<file path="config.mk">
export PLATFORM = sky130hd
export DESIGN_NAME = isis_seq
export DESIGN_NICKNAME = d
export VERILOG_FILES = /design/src/rtl/isis_seq_pkg.sv /design/src/rtl/isis_seq_timer.sv /design/src/rtl/isis_seq_ctrl.sv /design/src/rtl/isis_seq_decode.sv /design/src/rtl/isis_seq.sv
export SDC_FILE = /design/constraint.sdc
export NUM_CORES = 1
export LEC_CHECK = 0
export BUFFER_PORTS_ARGS = -buffer_cell sky130_fd_sc_hd__buf_2
export CAP_MARGIN = 0
export CORE_ASPECT_RATIO = 1.1
export CORE_UTILIZATION = 36
export DETAILED_ROUTE_END_ITERATION = 7
export PLACE_DENSITY = 0.63
export SLEW_MARGIN = 20
export SYNTH_ARGS = -nofsm -noshare
export SYNTH_HDL_FRONTEND = slang
export SYNTH_SLANG_ARGS = --single-unit
</file>
<file path="constraint.sdc">
create_clock -name clk -period 3.5 [get_ports clk]
set_input_delay 0.35 -clock clk [delete_from_list [all_inputs] [get_ports clk]]
set_output_delay 0.35 -clock clk [all_outputs]
set_load 0.03 [all_outputs]
</file>
<file path="src/rtl/isis_seq_pkg.sv">
package isis_seq_pkg;

  typedef enum logic [1:0] {
    ST_IDLE = 2'd0,
    ST_CAP  = 2'd1,
    ST_READ = 2'd2,
    ST_DONE = 2'd3
  } seq_state_t;

  // Readout phases of one stored sample, in execution order.
  typedef enum logic [1:0] {
    PH_RST   = 2'd0,
    PH_REF   = 2'd1,
    PH_SHIFT = 2'd2,
    PH_SIG   = 2'd3
  } rd_phase_t;

endpackage

</file>
<file path="src/rtl/isis_seq_timer.sv">
module isis_seq_timer #(
  parameter int TW = 12
) (
  input  logic          clk,
  input  logic          rst_n,
  input  logic          clear,
  input  logic [TW-1:0] limit,
  output logic [TW-1:0] cnt,
  output logic          last
);

  assign last = !clear && (cnt == limit - TW'(1));

  always_ff @(posedge clk) begin
    if (!rst_n)              cnt <= '0;
    else if (clear || last)  cnt <= '0;
    else                     cnt <= cnt + TW'(1);
  end

  // Step counter never leaves the period selected by the controller.
  assert_cnt_in_period_R2: assert property (@(posedge clk) disable iff (!rst_n)
    !clear |-> (cnt < limit));

endmodule

</file>
<file path="src/rtl/isis_seq_ctrl.sv">
module isis_seq_ctrl
  import isis_seq_pkg::*;
#(
  parameter int ROWS      = 16,
  parameter int MAX_DEPTH = 20,
  parameter int CAP_DIV   = 2500,
  parameter int RD_DIV    = 50,
  parameter int DW        = 5,
  parameter int RW        = 5,
  parameter int TW        = 12
) (
  input  logic          clk,
  input  logic          rst_n,
  input  logic          trig,
  input  logic [DW-1:0] cfg_depth,
  input  logic          tmr_last,
  output logic          tmr_clear,
  output logic [TW-1:0] tmr_limit,
  output seq_state_t    state,
  output rd_phase_t     phase,
  output logic [RW-1:0] row,
  output logic          trig_err
);

  seq_state_t    state_q;
  rd_phase_t     phase_q;
  logic [DW-1:0] depth_q;
  logic [DW-1:0] frame_q;
  logic [DW-1:0] smp_q;
  logic [RW-1:0] row_q;
  logic          err_q;

  function automatic logic [DW-1:0] clamp_depth(input logic [DW-1:0] v);
    if (v == '0)                 return DW'(1);
    else if (v > DW'(MAX_DEPTH)) return DW'(MAX_DEPTH);
    else                         return v;
  endfunction

  always_ff @(posedge clk) begin
    if (!rst_n) begin
      state_q <= ST_IDLE;
      phase_q <= PH_RST;
      depth_q <= DW'(1);
      frame_q <= '0;
      smp_q   <= '0;
      row_q   <= '0;
      err_q   <= 1'b0;
    end else begin
      err_q <= trig && (state_q != ST_IDLE);
      case (state_q)
        ST_IDLE: begin
          if (trig) begin
            state_q <= ST_CAP;
            depth_q <= clamp_depth(cfg_depth);
            frame_q <= '0;
          end
        end
        ST_CAP: begin
          if (tmr_last) begin
            if (frame_q == depth_q - DW'(1)) begin
              state_q <= ST_READ;
              row_q   <= '0;
              smp_q   <= '0;
              phase_q <= PH_RST;
            end else begin
              frame_q <= frame_q + DW'(1);
            end
          end
        end
        ST_READ: begin
          if (tmr_last) begin
            if (phase_q == PH_SIG) begin
              phase_q <= PH_RST;
              if (smp_q == depth_q - DW'(1)) begin
                smp_q <= '0;
                if (row_q == RW'(ROWS - 1)) state_q <= ST_DONE;
                else                        row_q   <= row_q + RW'(1);
              end else begin
                smp_q <= smp_q + DW'(1);
              end
            end else begin
              phase_q <= rd_phase_t'(phase_q + 2'd1);
            end
          end
        end
        default: state_q <= ST_IDLE;
      endcase
    end
  end

  assign tmr_clear = (state_q == ST_IDLE) || (state_q == ST_DONE);
  assign tmr_limit = (state_q == ST_CAP) ? TW'(CAP_DIV) : TW'(RD_DIV);
  assign state     = state_q;
  assign phase     = phase_q;
  assign row       = row_q;
  assign trig_err  = err_q;

  assert_depth_legal_R3: assert property (@(posedge clk) disable iff (!rst_n)
    (state_q != ST_IDLE) |-> (depth_q >= DW'(1) && depth_q <= DW'(MAX_DEPTH)));

  assert_err_only_when_busy_R7: assert property (@(posedge clk) disable iff (!rst_n)
    err_q |-> ($past(state_q) != ST_IDLE));

  assert_no_restart_in_readout_R7: assert property (@(posedge clk) disable iff (!rst_n)
    (trig && state_q == ST_READ) |=> (state_q != ST_CAP));

  assert_done_to_idle_R6: assert property (@(posedge clk) disable iff (!rst_n)
    (state_q == ST_DONE) |=> (state_q == ST_IDLE));

endmodule

</file>
<file path="src/rtl/isis_seq_decode.sv">
module isis_seq_decode
  import isis_seq_pkg::*;
#(
  parameter int ROWS = 16,
  parameter int RW   = 5,
  parameter int TW   = 12
) (
  input  logic            clk,
  input  logic            rst_n,
  input  seq_state_t      state,
  input  rd_phase_t       phase,
  input  logic [RW-1:0]   row,
  input  logic [TW-1:0]   cnt,
  output logic            xfer_gate,
  output logic            stor_clk,
  output logic            rst_gate,
  output logic [ROWS-1:0] row_sel,
  output logic            adc_strobe,
  output logic            adc_sig,
  output logic            busy,
  output logic            done
);

  logic cap, rd, step0;

  assign cap   = (state == ST_CAP);
  assign rd    = (state == ST_READ);
  assign step0 = (cnt == '0);

  assign xfer_gate  = cap && step0;
  assign stor_clk   = (cap && cnt == TW'(1)) || (rd && phase == PH_SHIFT && step0);
  assign rst_gate   = rd && phase == PH_RST;
  assign adc_strobe = rd && step0 && (phase == PH_REF || phase == PH_SIG);
  assign adc_sig    = rd && phase == PH_SIG;
  assign busy       = (state != ST_IDLE);
  assign done       = (state == ST_DONE);

  for (genvar i = 0; i < ROWS; i++) begin : g_row
    assign row_sel[i] = rd && (row == RW'(i));
  end

  assert_row_onehot_R4: assert property (@(posedge clk) disable iff (!rst_n)
    $onehot0(row_sel));

  assert_strobe_exclusive_R5: assert property (@(posedge clk) disable iff (!rst_n)
    adc_strobe |-> (!rst_gate && !xfer_gate && !stor_clk));

  assert_xfer_no_row_R2: assert property (@(posedge clk) disable iff (!rst_n)
    xfer_gate |-> (row_sel == '0));

endmodule

</file>
<file path="src/rtl/isis_seq.sv">
module isis_seq
  import isis_seq_pkg::*;
#(
  parameter int ROWS      = 16,
  parameter int MAX_DEPTH = 20,
  parameter int CAP_DIV   = 2500,
  parameter int RD_DIV    = 50,
  localparam int DW       = $clog2(MAX_DEPTH + 1),
  localparam int RW       = $clog2(ROWS + 1),
  localparam int MAXDIV   = (CAP_DIV > RD_DIV) ? CAP_DIV : RD_DIV,
  localparam int TW       = $clog2(MAXDIV + 1)
) (
  input  logic            clk,
  input  logic            rst_n,
  input  logic            trig,
  input  logic [DW-1:0]   cfg_depth,
  output logic            xfer_gate,
  output logic            stor_clk,
  output logic            rst_gate,
  output logic [ROWS-1:0] row_sel,
  output logic            adc_strobe,
  output logic            adc_sig,
  output logic            busy,
  output logic            done,
  output logic            trig_err
);

  initial begin
    assert (CAP_DIV >= 2) else $error("CAP_DIV must be at least 2");
    assert (RD_DIV >= 1)  else $error("RD_DIV must be at least 1");
  end

  seq_state_t    state;
  rd_phase_t     phase;
  logic [RW-1:0] row;
  logic [TW-1:0] cnt, tmr_limit;
  logic          tmr_clear, tmr_last;

  isis_seq_timer #(.TW(TW)) u_timer (
    .clk   (clk),
    .rst_n (rst_n),
    .clear (tmr_clear),
    .limit (tmr_limit),
    .cnt   (cnt),
    .last  (tmr_last)
  );

  isis_seq_ctrl #(
    .ROWS(ROWS), .MAX_DEPTH(MAX_DEPTH), .CAP_DIV(CAP_DIV), .RD_DIV(RD_DIV),
    .DW(DW), .RW(RW), .TW(TW)
  ) u_ctrl (
    .clk       (clk),
    .rst_n     (rst_n),
    .trig      (trig),
    .cfg_depth (cfg_depth),
    .tmr_last  (tmr_last),
    .tmr_clear (tmr_clear),
    .tmr_limit (tmr_limit),
    .state     (state),
    .phase     (phase),
    .row       (row),
    .trig_err  (trig_err)
  );

  isis_seq_decode #(.ROWS(ROWS), .RW(RW), .TW(TW)) u_dec (
    .clk        (clk),
    .rst_n      (rst_n),
    .state      (state),
    .phase      (phase),
    .row        (row),
    .cnt        (cnt),
    .xfer_gate  (xfer_gate),
    .stor_clk   (stor_clk),
    .rst_gate   (rst_gate),
    .row_sel    (row_sel),
    .adc_strobe (adc_strobe),
    .adc_sig    (adc_sig),
    .busy       (busy),
    .done       (done)
  );

endmodule

</file>
# Yosys cells after proc, flatten, opt, wreduce, memory -nomap -nowiden
# Index checks and enable logic that the tools add are counted.
[word_totals] reg_bits=37 word_cells=128 out_inout_bits=24
[classes] n_addsub=7 muxes=31 n_bitwise=1 eq_ne=34 magnitude_cmp=1 reduce_logical=46
[op_table] cell="two-way mux 5 bit" n=14
[op_table] cell="equality test 5 x 4 -> 1 bit (second input constant)" n=8
[op_table] cell="case mux 5 bit (2 select lines)" n=3
[op_table] cell="logical AND 1 bit" n=26
[op_table] cell="two-way mux 2 bit" n=11
[op_table] cell="equality test 5 x 3 -> 1 bit (second input constant)" n=4
[op_table] cell="inequality test 2 bit (second input constant)" n=9
[op_table] cell="adder 5 x 1 -> 5 bit (second input constant)" n=3
[op_table] cell="AND reduction 7 bit" n=2
[op_table] cell="adder 12 x 1 -> 12 bit (second input constant)" n=1
[op_table] cell="equality test 12 x 1 -> 1 bit (second input constant)" n=1
[op_table] cell="equality test 12 bit" n=1
[op_table] cell="zero test 12 bit" n=1
[op_table] cell="two-way mux 12 bit" n=1
[op_table] cell="subtractor 12 x 1 -> 12 bit (second input constant)" n=1
[op_table] cell="equality test 5 x 2 -> 1 bit (second input constant)" n=2
[op_table] cell="equality test 5 bit" n=2
[op_table] cell="zero test 5 bit" n=2
[op_table] cell="equality test 2 bit (second input constant)" n=4
[op_table] cell="AND reduction 4 bit" n=2
[op_table] cell="case mux 2 bit (3 select lines)" n=1
[op_table] cell="nonzero test 2 bit" n=3
[op_table] cell="equality test 5 x 1 -> 1 bit (second input constant)" n=1
[op_table] cell="> comparator 5 bit (second input constant)" n=1
[op_table] cell="other kinds (11)" n=16

# Logic depth before layout (Yosys ltp)
# Gate-level depths: netlist of run 1.
[logic_depth] ltp_word=7 ltp_mapped=10

# By module
# A second synthesis of run 1 with hierarchy kept.
[unflattened] hier_cells=378 hier_area_um2=2970.3
[modules_own_cells] mod="isis_seq_ctrl" seq_area_each_um2=500.5 cells_each=214 area_per_inst_um2=1719.1 n_inst=1
[modules_own_cells] mod="isis_seq_timer" seq_area_each_um2=240.2 cells_each=124 area_per_inst_um2=1011.0 n_inst=1
[modules_own_cells] mod="isis_seq_decode" seq_area_each_um2=0.0 cells_each=40 area_per_inst_um2=240.2 n_inst=1

# Worst setup path before layout of run 1
# Ideal clock, no wire load.
[synth_path] path_kind="register -> output" startpoint="register u_ctrl.state_q[0] (netlist: u_ctrl.state[0])" endpoint="output row_sel[0]" t_required_ps=3150 stages_incl_launch_ff=7 t_arrival_ps=1918 slack_ps=1232 path_cell_list="dfxtp_1 inv_1 ha_1 clkbuf_1 nor2b_1 nand2_1 nor3_1"
[synth_between] elab_chain_cells=2
[synth_rtl] item="from (decl)" line="isis_seq_ctrl.sv:25" rtl="seq_state_t state_q;"
[synth_rtl] item="from (signal assigned)" line="isis_seq_ctrl.sv:41" rtl="state_q <= ST_IDLE;"
[synth_rtl] item="from (signal assigned)" line="isis_seq_ctrl.sv:53" rtl="state_q <= ST_CAP;"
[synth_rtl] item="from (signal assigned)" line="isis_seq_ctrl.sv:61" rtl="state_q <= ST_READ;"
[synth_rtl] item="equality test 2 bit" line="isis_seq_decode.sv:27" rtl="assign rd = (state == ST_READ);"
[synth_rtl] item="logical AND 1 bit" line="isis_seq_decode.sv:39" rtl="assign row_sel[i] = rd && (row == RW'(i));"
[synth_rtl] item="to (decl)" line="isis_seq.sv:20" rtl="output logic [ROWS-1:0] row_sel,"
# Every way passes these cells.

# Worst setup path after layout of run 1
[layout_path] startpoint="register u_ctrl.state_q[1] (netlist: u_ctrl.state[1])" endpoint="register u_ctrl.row_q[0] (netlist: u_ctrl.row[0])"
[layout_between] elab_chain_cells=7
[layout_rtl] item="equality test 2 x 1 -> 1 bit" line="isis_seq_ctrl.sv:50, isis_seq_ctrl.sv:92"
[layout_rtl] item="two-way mux 12 bit" line="isis_seq_ctrl.sv:92" rtl="assign tmr_limit = (state_q == ST_CAP) ? TW'(CAP_DIV) : TW'(RD_DIV);"
[layout_rtl] item="subtractor 12 x 1 -> 12 bit" line="isis_seq_timer.sv:12" rtl="assign last = !clear && (cnt == limit - TW'(1));"
[layout_rtl] item="equality test 12 bit" line="isis_seq_timer.sv:12"
[layout_rtl] item="logical AND 1 bit" line="isis_seq_timer.sv:12"
[layout_rtl] item="inequality test 2 bit (no line)"
[layout_rtl] item="AND reduction 7 bit (no line)"
[layout_rtl] item="to (signal assigned)" line="isis_seq_ctrl.sv:77" rtl="else row_q <= row_q + RW'(1);"
[layout_rtl] item="to (decl)" line="isis_seq_ctrl.sv:30" rtl="logic [RW-1:0] row_q;"
# Several ways; a longest one is shown, not always the timed one.
# A chain may end at the register's enable or synchronous reset.

==> results of run 1 <==
[worst max-delay path: stages (launching register included)]
cell      delay, ns
dfxtp_1        0.34
inv_1          0.08
ha_1           0.34
nand4_1        0.15
nor4_2         0.36
o211ai_1       0.21
o32ai_4        0.52
nand3b_2       0.19
a32o_1         0.28
[metrics by stage]
step	instances	setup slack (ns)	power [mW]	hold slack (ns)	util, %
after CTS	430	0.850	1.47	0.348	43.0
after global placement	422	0.991	1.09	0.476	41.3
after global routing	430	0.606	1.56	0.360	43.0
final	430	0.919	1.45	0.348	43.0
after detailed placement	422	0.910	1.09	0.478	41.3
after floorplan	319	1.23	0.949	0.451	-
[final timing paths]
| check | endpoint | cells past startpoint |
|---|---|---|
| worst max-delay path | u_ctrl.row[0] | 8 |
| worst min-delay path | u_ctrl.trig_err | 2 |
| worst max register to register | u_ctrl.row[0] | 8 |
| worst min register to register | u_ctrl.row[4] | 2 |
[logic make-up after synthesis]
kind of cell,synth area share [%]
buffers and inverters,4.94
AND/OR/NAND/NOR,30.5
XOR/XNOR,7.88
multiplexers,3.52
adder cells (fa/ha/maj),9.30
AO/OA/AOI/OAI,14.8
flip-flops,29.0
[layout by cell type, fill, tap and decap left out, types with 2 or more instances in the layout]
master / n
buf_2: 31
a211o_1: 2
a21oi_1: 13
xnor2_1: 9
nand3b_1: 2
o21ai_0: 7
o211ai_1: 3
nand2_1: 37
nor4_1: 2
o21bai_1: 2
o21ai_1: 3
nor3b_1: 4
and3_1: 5
o21a_1: 3
clkbuf_8: 5
xor2_1: 14
or3_1: 2
a21boi_0: 3
nand4_1: 8
and2_1: 5
inv_2: 4
nor2_1: 38
inv_1: 15
a21boi_1: 2
buf_4: 2
nand2b_1: 10
nor3_1: 8
dfxtp_1: 37
ha_1: 19
nand3_1: 13
and3b_1: 2
o2111ai_1: 2
nor2b_1: 2
nor4_2: 2
mux2i_1: 9
[routing by layer]
| layer | routed length [um] | vias up |
|---|---|---|
| li1 | - | 1156 |
| met1 | 2560 | 1029 |
| met2 | 2530 | 25 |
| met3 | 142 | 6 |
| met4 | 63 | 0 |
| met5 | 0 | - |
[final cells by class]
| cell class | count | area [um^2] |
|---|---|---|
| clock buffer | 6 | 72.6 |
| clock inverter | 2 | 38.8 |
| fill | 691 | 3820 |
| inverter | 19 | 71.3 |
| multi-input combinational | 251 | 1690 |
| sequential | 37 | 741 |
| tap | 82 | 103 |
| timing repair buffer | 33 | 170 |
[power by group through the flow]
| stage | clock [mW] | sequential [mW] | combinational, mW |
|---|---|---|---|
| final | 0.371 | 0.490 | 0.589 |
| after global routing | 0.401 | 0.497 | 0.662 |
| after CTS | 0.382 | 0.492 | 0.595 |
| after detailed placement | 0 | 0.502 | 0.591 |
| after global placement | 0 | 0.500 | 0.587 |
| after floorplan | 0 | 0.495 | 0.454 |
[registers in the layout, summed over array words and instances (netlist names)]
register,flops
u_timer.cnt,12
u_ctrl.row,5
u_ctrl.depth_q,5
u_ctrl.trig_err,1
u_ctrl.smp_q,5
u_ctrl.phase,2
u_ctrl.frame_q,5
u_ctrl.state,2
==> qor.csv, run 1 <==
metric;value;unit
synth_flop_cell;dfxtp_1;
drc;0;
grt_pass1_vias;2082;
cts.sinks;37;
synth_top_area_share;29.0;%
cts_max_path_buffers;2;
ir_worst_vdd;224;uV
cts_resized;0;
finalSetupViolCount;0;
met1_usage;20.6;%
clock_power_share;25.5;%
track_usage;15.5;%
period_minus_slack;2.58;ns
swShare;40.5;%
ys_warn_count;0;
end_kind;register;
antenna_found_initial;0;
drive_above_1_share;15.8;%
finalNetCount;374;
io_buffers;31;
power_density;503;nW/um^2
synthesis.nets;346;
r2r-start;u_ctrl.state[1];
die_area;7440;um^2
n_antenna_cell;0;
cp.required;3.68;ns
p_switching;0.587;mW
yosysSeqAreaShare;29.0;%
finalWirelength;5290;um
startpoint;u_ctrl.state[1];
grt_busiest_layer;met2;
first_iter_violations;82;
crit_fanout;15;
initial_utilization;38.1;%
skew;0.00744;ns
cts_hold_buffers;0;
rsz0062_at_grt;false;
synthArstFlopShare;0;%
synth_top_area_cell;dfxtp_1;
chipHeight;90.4;um
synth_area_leaders;dfxtp_1, ha_1, nor2_1;
syn_inst;319;
seqPwrFrac;33.8;%
arrival;2.76;ns
grt_max_degree;33;
met3_usage;2.83;%
cts_buffers;5;
synth_edf_count;0;
vias_per_cell;5.15;
io_pins;32;
cap_viol_max_count;0;
syn_area_per_cell;8.01;um^2
tritoncts;built;
die-width;82.3;um
rows;31;
drtAntennaViolNets;0;
timing.reg2reg.setup_slack;0.92;ns
dr_total_vias;2216;
min_from;trig;
area_delta_synth_final;12.9;%
first_pass_iters;4;
grtUsageMet2;25.3;%
wl_per_cell;12.3;um
max-slew-margin-rel;63.0;%
critical_path_class;reg2reg;
synthTopCellsByCount;nor2_1, dfxtp_1, nand2_1;
slew_violations;0;
core_area;6710;um^2
grt_pass1_wl;9270;um
placed_area;2770;um^2
clock_latency;0.29;ns
cts_root_buf;clkbuf_8;
p_leak;1.20;nW
ys_ff_latch;37;
grt-ovfl-total;0;
cts_setup_buffers;0;
h-tree-depth;2;
fin_setup_tns;0;ns
max_freq;387;MHz
path_clk_slew;0.08;ns
hpwl;4010;um
worst_pin_slew;0.550;ns
min_period_over_period;73.7;%
min_path_type;in2reg;
final_cell_area;2890;um^2
finalHoldViolCount;0;
startpoint_type;register;
synth_area;2560;um^2
place.gp.congestion;0.788;
outcome;finished clean;
yosysMostFrequentCell;nor2_1;
p_comb_share;40.6;%
internal_power;0.863;mW
synth_cell_types;55;
Note: power is estimated with default switching activity, not from simulation.
==> inputs of run 2 (changes only) <==
--- a/config.mk
+++ b/config.mk
@@ -5,12 +5,13 @@
 export SDC_FILE = /design/constraint.sdc
 export NUM_CORES = 1
 export LEC_CHECK = 0
+export ABC_AREA = 1
 export BUFFER_PORTS_ARGS = -buffer_cell sky130_fd_sc_hd__buf_2
 export CAP_MARGIN = 0
 export CORE_ASPECT_RATIO = 1.1
 export CORE_UTILIZATION = 36
 export DETAILED_ROUTE_END_ITERATION = 7
-export PLACE_DENSITY = 0.63
+export PLACE_DENSITY = 0.65
 export SLEW_MARGIN = 20
 export SYNTH_ARGS = -nofsm -noshare
 export SYNTH_HDL_FRONTEND = slang
==> constraint.sdc (replaced) <==
create_clock -name clk -period 2.2 [get_ports clk]
set_input_delay 0.22 -clock clk [delete_from_list [all_inputs] [get_ports clk]]
set_output_delay 0.22 -clock clk [all_outputs]
set_load 0.03 [all_outputs]
==> run 2 against run 1 <==
  * Cell count increased by 18%
  * Final area increased by 1.7%
  * Power increased by 89%
  * Critical path depth decreased by 2
  * Clock skew decreased by 0.0031 ns
  * Hold slack got worse by 0.14 ns
  * Worst setup slack got worse by 0.75 ns
  * Critical path type is now reg2out
  * Largest power group unchanged
  * Highest routed layer unchanged
==> qor.csv, run 2 <==
metric;value;unit
worst_pin_slew;0.477;ns
finalNetCount;450;
synth_area;2550;um^2
first_iter_violations;155;
grt_max_degree;18;
max-slew-margin-rel;68.1;%
yosysSeqAreaShare;29.1;%
ys_warn_count;0;
synth_area_leaders;dfxtp_1, nand2_1, nor2_1;
top_register;u_timer.cnt;
cts_max_path_buffers;2;
r2r-start;u_ctrl.depth_q[0];
tritoncts;built;
cp.depth;6;
cts.sinks;37;
startpoint_type;register;
largest_register_ffs;12;
max_freq;493;MHz
initial_utilization;38.0;%
min_period_over_period;92.2;%
crit_path_end;row_sel[4];
grt_pass1_vias;2271;
worstPathCellList;inv_1 > ha_1 > buf_4 > nand3_1 > nor2_1 > buf_2;
arrival;1.81;ns
drtAntennaViolNets;0;
final_common_cell;nand2_1;
synthesis.nets;415;
syn_inst;388;
io_pins;32;
vias_per_cell;4.83;
clock_latency;0.29;ns
die_area;7420;um^2
outcome;finished clean;
hpwl;4540;um
synthArstFlopShare;0;%
finalSetupViolCount;0;
p_leak;1.34;nW
synth_top_area_cell;dfxtp_1;
rows;31;
min_path_type;in2reg;
reg2reg_depth;12;
dr_total_vias;2443;
crit_family;buffers and inverters;
synth_cell_types;42;
timing.reg2reg.setup_slack;0.19;ns
r2r_end;u_ctrl.frame_q[0];
track_usage;16.8;%
slew_violations;0;
cap_viol_max_count;0;
wl_per_cell;11.6;um
skew;0.00437;ns
antenna_found_initial;0;
critical_path_class;reg2out;
crit_path_max_incr_delay;0.35;ns
setup_slack;0.171;ns
holdPathStages;3;
path_clk_slew;0.07;ns
cts_buffers;5;
chipHeight;90.2;um
cp_slowest_cell;dfxtp_1;
ys_ff_latch;37;
period_minus_slack;2.03;ns
drc;0;
synth_flop_cell;dfxtp_1;
synth_top_area_share;29.1;%
end_kind;primary output;
crit_fanout;10;
ir_worst_vdd;653;uV
finalWirelength;5850;um
dp_cells;497;
grt-ovfl-total;0;
finalHoldViolCount;0;
power_density;937;nW/um^2
instances_no_fill;506;
area_delta_synth_final;15.2;%
syn_area_per_cell;6.57;um^2
path_buf_inv;3;
final_cell_area;2930;um^2
first_pass_iters;5;
hold_slack;0.206;ns
startpoint;u_ctrl.state[0];
synthTopCellsByCount;nand2_1, nor2_1, inv_1;
cp.required;1.98;ns
fin_util;43.7;%
synth_edf_count;0;
n_antenna_cell;0;
yosysMostFrequentCell;nand2_1;
drive_above_1_share;15.6;%
finalPower;2.75;mW
final_cell_mix;nand2_1, nor2_1, inv_1;
placed_area;2790;um^2
io_buffers;31;
die-width;82.2;um
grt_pass1_wl;9940;um
h-tree-depth;2;
place.gp.congestion;0.876;
dp_slack;0.157;ns
core_area;6710;um^2
cts_root_buf;clkbuf_8;
fin_setup_tns;0;ns
-- run 2: cell count changes in the layout (fill, tap and decap cells not counted), moves of 5 or more --
| cell | before | now |
|---|---|---|
| xnor2_1 | 9 | 3 |
| and2_1 | 5 | 0 |
| inv_1 | 15 | 51 |
| nand2b_1 | 10 | 0 |
| xor2_1 | 14 | 8 |
| and3_1 | 5 | 0 |
| mux2i_1 | 9 | 0 |
| nand2_1 | 37 | 82 |
| nand3_1 | 13 | 39 |
| nor2_1 | 38 | 70 |
-- run 2: worst min-delay path by stage --
stage / from / to / slack (ns)
detailed placement: u_timer.cnt[10] / u_timer.cnt[10] / 0.47
floorplan: trig / u_ctrl.trig_err / 0.33
finish: cfg_depth[3] / u_ctrl.depth_q[3] / 0.21
global route: trig / u_ctrl.trig_err / 0.23
global placement: u_timer.cnt[10] / u_timer.cnt[10] / 0.47
CTS: cfg_depth[3] / u_ctrl.depth_q[3] / 0.21
-- run 2: metal layers --
layer  wire length, um  global-route usage, %  share of wire, %  vias up
li1                  -                      -                 -     1307
met2              3000                   30.0                51       18
met1              2640                   19.8                45     1111
met5                 0                      0                 0        -
met3               126                   3.25               2.2        7
met4                76                   4.82               1.3        0
-- run 2: final cells by class --
class	count	area, um^2
Multi-Input combinational cell	290	1580
Timing Repair Buffer	35	185
Inverter	54	203
Fill cell	722	3780
Clock inverter	1	30.0
Clock buffer	7	86.3
Sequential cell	37	743
Tap cell	82	103
-- run 2: where the power goes --
group / switching, mW / internal [mW] / total, mW / leakage [nW]
combinational: 0.882 / 0.427 / 1.31 / 0.980
sequential: 0.0796 / 0.738 / 0.818 / 0.300
clock: 0.252 / 0.370 / 0.621 / 0.0585
total: 1.21 / 1.53 / 2.75 / 1.34
-- run 2: what timing repair did --
action | in CTS | in global routing
buffers inserted | 0 | 1
gates resized for setup | 0 | 6
endpoints found under the setup margin | 0 | 16
hold buffers | 0 | 0
-- run 2: worst reg2reg max path: stages, from the launching register on --
cell and delay, ns:
dfxtp_2 0.36, inv_2 0.07, ha_2 0.34, xor2_1 0.14, nand2_1 0.07, nor2_1 0.12, nand4_2 0.16, nand2_2 0.12
o21ai_1 0.14, nand2_2 0.17, buf_4 0.13, o21ai_1 0.05, nor2_1 0.09
-- run 2: cells by family (layout without fill, tap and decap cells) --
family | count (synthesis) | after routing | share of synthesized area [%]
simple gates | 223 | 223 | 39.5
buf+inv | 61 | 97 | 9.38
compound gates | 37 | 37 | 8.94
flops | 37 | 37 | 29.1
fa+ha+maj | 19 | 19 | 9.33
xor+xnor | 11 | 11 | 3.78
==> inputs of run 3 (changes only) <==
--- a/config.mk
+++ b/config.mk
@@ -8,7 +8,7 @@
 export ABC_AREA = 1
 export BUFFER_PORTS_ARGS = -buffer_cell sky130_fd_sc_hd__buf_2
 export CAP_MARGIN = 0
-export CORE_ASPECT_RATIO = 1.1
+export CORE_ASPECT_RATIO = 1.2
 export CORE_UTILIZATION = 36
 export DETAILED_ROUTE_END_ITERATION = 7
 export PLACE_DENSITY = 0.65
==> run 3 against run 2 <==
  * Hold slack worse by 0.012 ns
  * Combinational power hardly changed
  * Register-to-register slack hardly changed
  * Global-route usage is 0.24 points lower
  * Core utilization is 0.59 points lower
  * Non-clock buffer count stayed put
  * Clock skew is 0.0028 ns higher
  * Largest power group unchanged
==> qor.csv, run 3 (synthesized netlist as in run 2, its figures left out) <==
metric;value;unit
reg2reg_depth;12;
die_area;7420;um^2
cts_max_path_buffers;2;
path_clk_slew;0.08;ns
max-slew-margin-rel;68.6;%
cts.sinks;37;
min_period_over_period;91.5;%
dp_cells;502;
ir_worst_vdd;391;uV
worst_pin_slew;0.470;ns
p_leak;1.34;nW
outcome;finished clean;
grt_pass1_wl;9940;um
drc;0;
grt-ovfl-total;0;
instances_no_fill;511;
cts_buffers;5;
grt_max_degree;18;
wl_per_cell;11.3;um
fin_setup_tns;0;ns
chipHeight;94.2;um
drive_above_1_share;15.8;%
min_path_type;in2reg;
r2r-start;u_ctrl.depth_q[1];
timing.reg2reg.setup_slack;0.19;ns
startpoint;u_ctrl.depth_q[1];
dp_slack;0.142;ns
r2r_end;u_ctrl.row[0];
io_pins;32;
multiInputGateArea;1600;um^2
cp.required;2.40;ns
power_density;937;nW/um^2
first_pass_iters;4;
final_cell_mix;nand2_1, nor2_1, inv_1;
finalWirelength;5760;um
period_minus_slack;2.01;ns
finalNetCount;450;
regArea;742;um^2
min_from;cfg_depth[3];
cap_viol_max_count;0;
hpwl;4470;um
vias_per_cell;4.80;
h-tree-depth;2;
cts_root_buf;clkbuf_8;
fill_cells;752;
first_iter_violations;126;
drtAntennaViolNets;0;
place.gp.congestion;0.835;
setup_slack;0.188;ns
finalSetupViolCount;0;
crit_fanout;4;
dr_total_vias;2455;
clock_latency;0.29;ns
max_freq;497;MHz
critical_path_class;reg2reg;
antenna_found_initial;0;
tritoncts;built;
die-width;78.8;um
slew_violations;0;
finalPower;2.77;mW
top_register;u_timer.cnt;
n_antenna_cell;0;
final_common_cell;nand2_1;
grt_pass1_vias;2313;
rows;33;
finalHoldViolCount;0;
startpoint_type;register;
skew;0.00718;ns
arrival;2.21;ns
initial_utilization;37.2;%
io_buffers;31;
core_area;6850;um^2
crit_path_end;u_ctrl.row[0];
track_usage;16.6;%
largest_register_ffs;12;
end_kind;register;
area_delta_synth_final;16.1;%
## run 3: routing by layer
layer	wire [um]	GRT usage (%)
met1	2570	19.4
met2	2910	29.9
met3	202	3.20
met4	80	5.71
met5	0	0
## run 3: worst min-delay path by stage
| stage | slack (ns) | end | cells past startpoint |
|---|---|---|---|
| 2_1_floorplan | 0.33 | u_ctrl.trig_err | 2 |
| 3_3_place_gp | 0.47 | u_timer.cnt[10] | 2 |
| 3_5_place_dp | 0.48 | u_timer.cnt[10] | 2 |
| 4_1_cts | 0.19 | u_ctrl.depth_q[3] | 3 |
| 5_1_grt | 0.21 | u_ctrl.depth_q[3] | 3 |
| 6_report | 0.19 | u_ctrl.depth_q[3] | 3 |
## run 3: worst max-delay path, cell delays in order (launching register included)
cell and delay (ns):
dfxtp_1 0.39, inv_1 0.09, ha_4 0.29, xor2_1 0.14, nand2_1 0.07, nor2_1 0.13
nand4_2 0.18, nand2_2 0.13, nand2_1 0.13, nor2_2 0.18, nand3_1 0.10, nand2_1 0.07
nor2_1 0.04
## run 3: final cells by class
type,count,share of cell area [%]
multi-input combinational,290,54.0
sequential,37,25.1
inverter,54,6.86
timing repair buffer,35,6.26
tap,87,3.68
clock buffer,6,2.79
clock inverter,2,1.27
## run 3: metrics by stage
stage / util (%) / area (um^2) / hold slack [ns]
global placement: 40.8 / 2800 / 0.467
global route: 43.1 / 2960 / 0.213
CTS: 42.6 / 2920 / 0.193
detailed placement: 40.8 / 2800 / 0.478
finish: 43.1 / 2960 / 0.194
floorplan: - / 2550 / 0.334
## run 3: power by group
part           switching (mW)  internal [mW]
registers              0.0756          0.738
logic                   0.907          0.432
clock network           0.251          0.369
## run 3: what timing repair did
item | in CTS | in global routing
endpoints found under the setup margin | 0 | 18
hold buffers | 0 | 0
buffers inserted | 0 | 1
resized for setup | 0 | 6
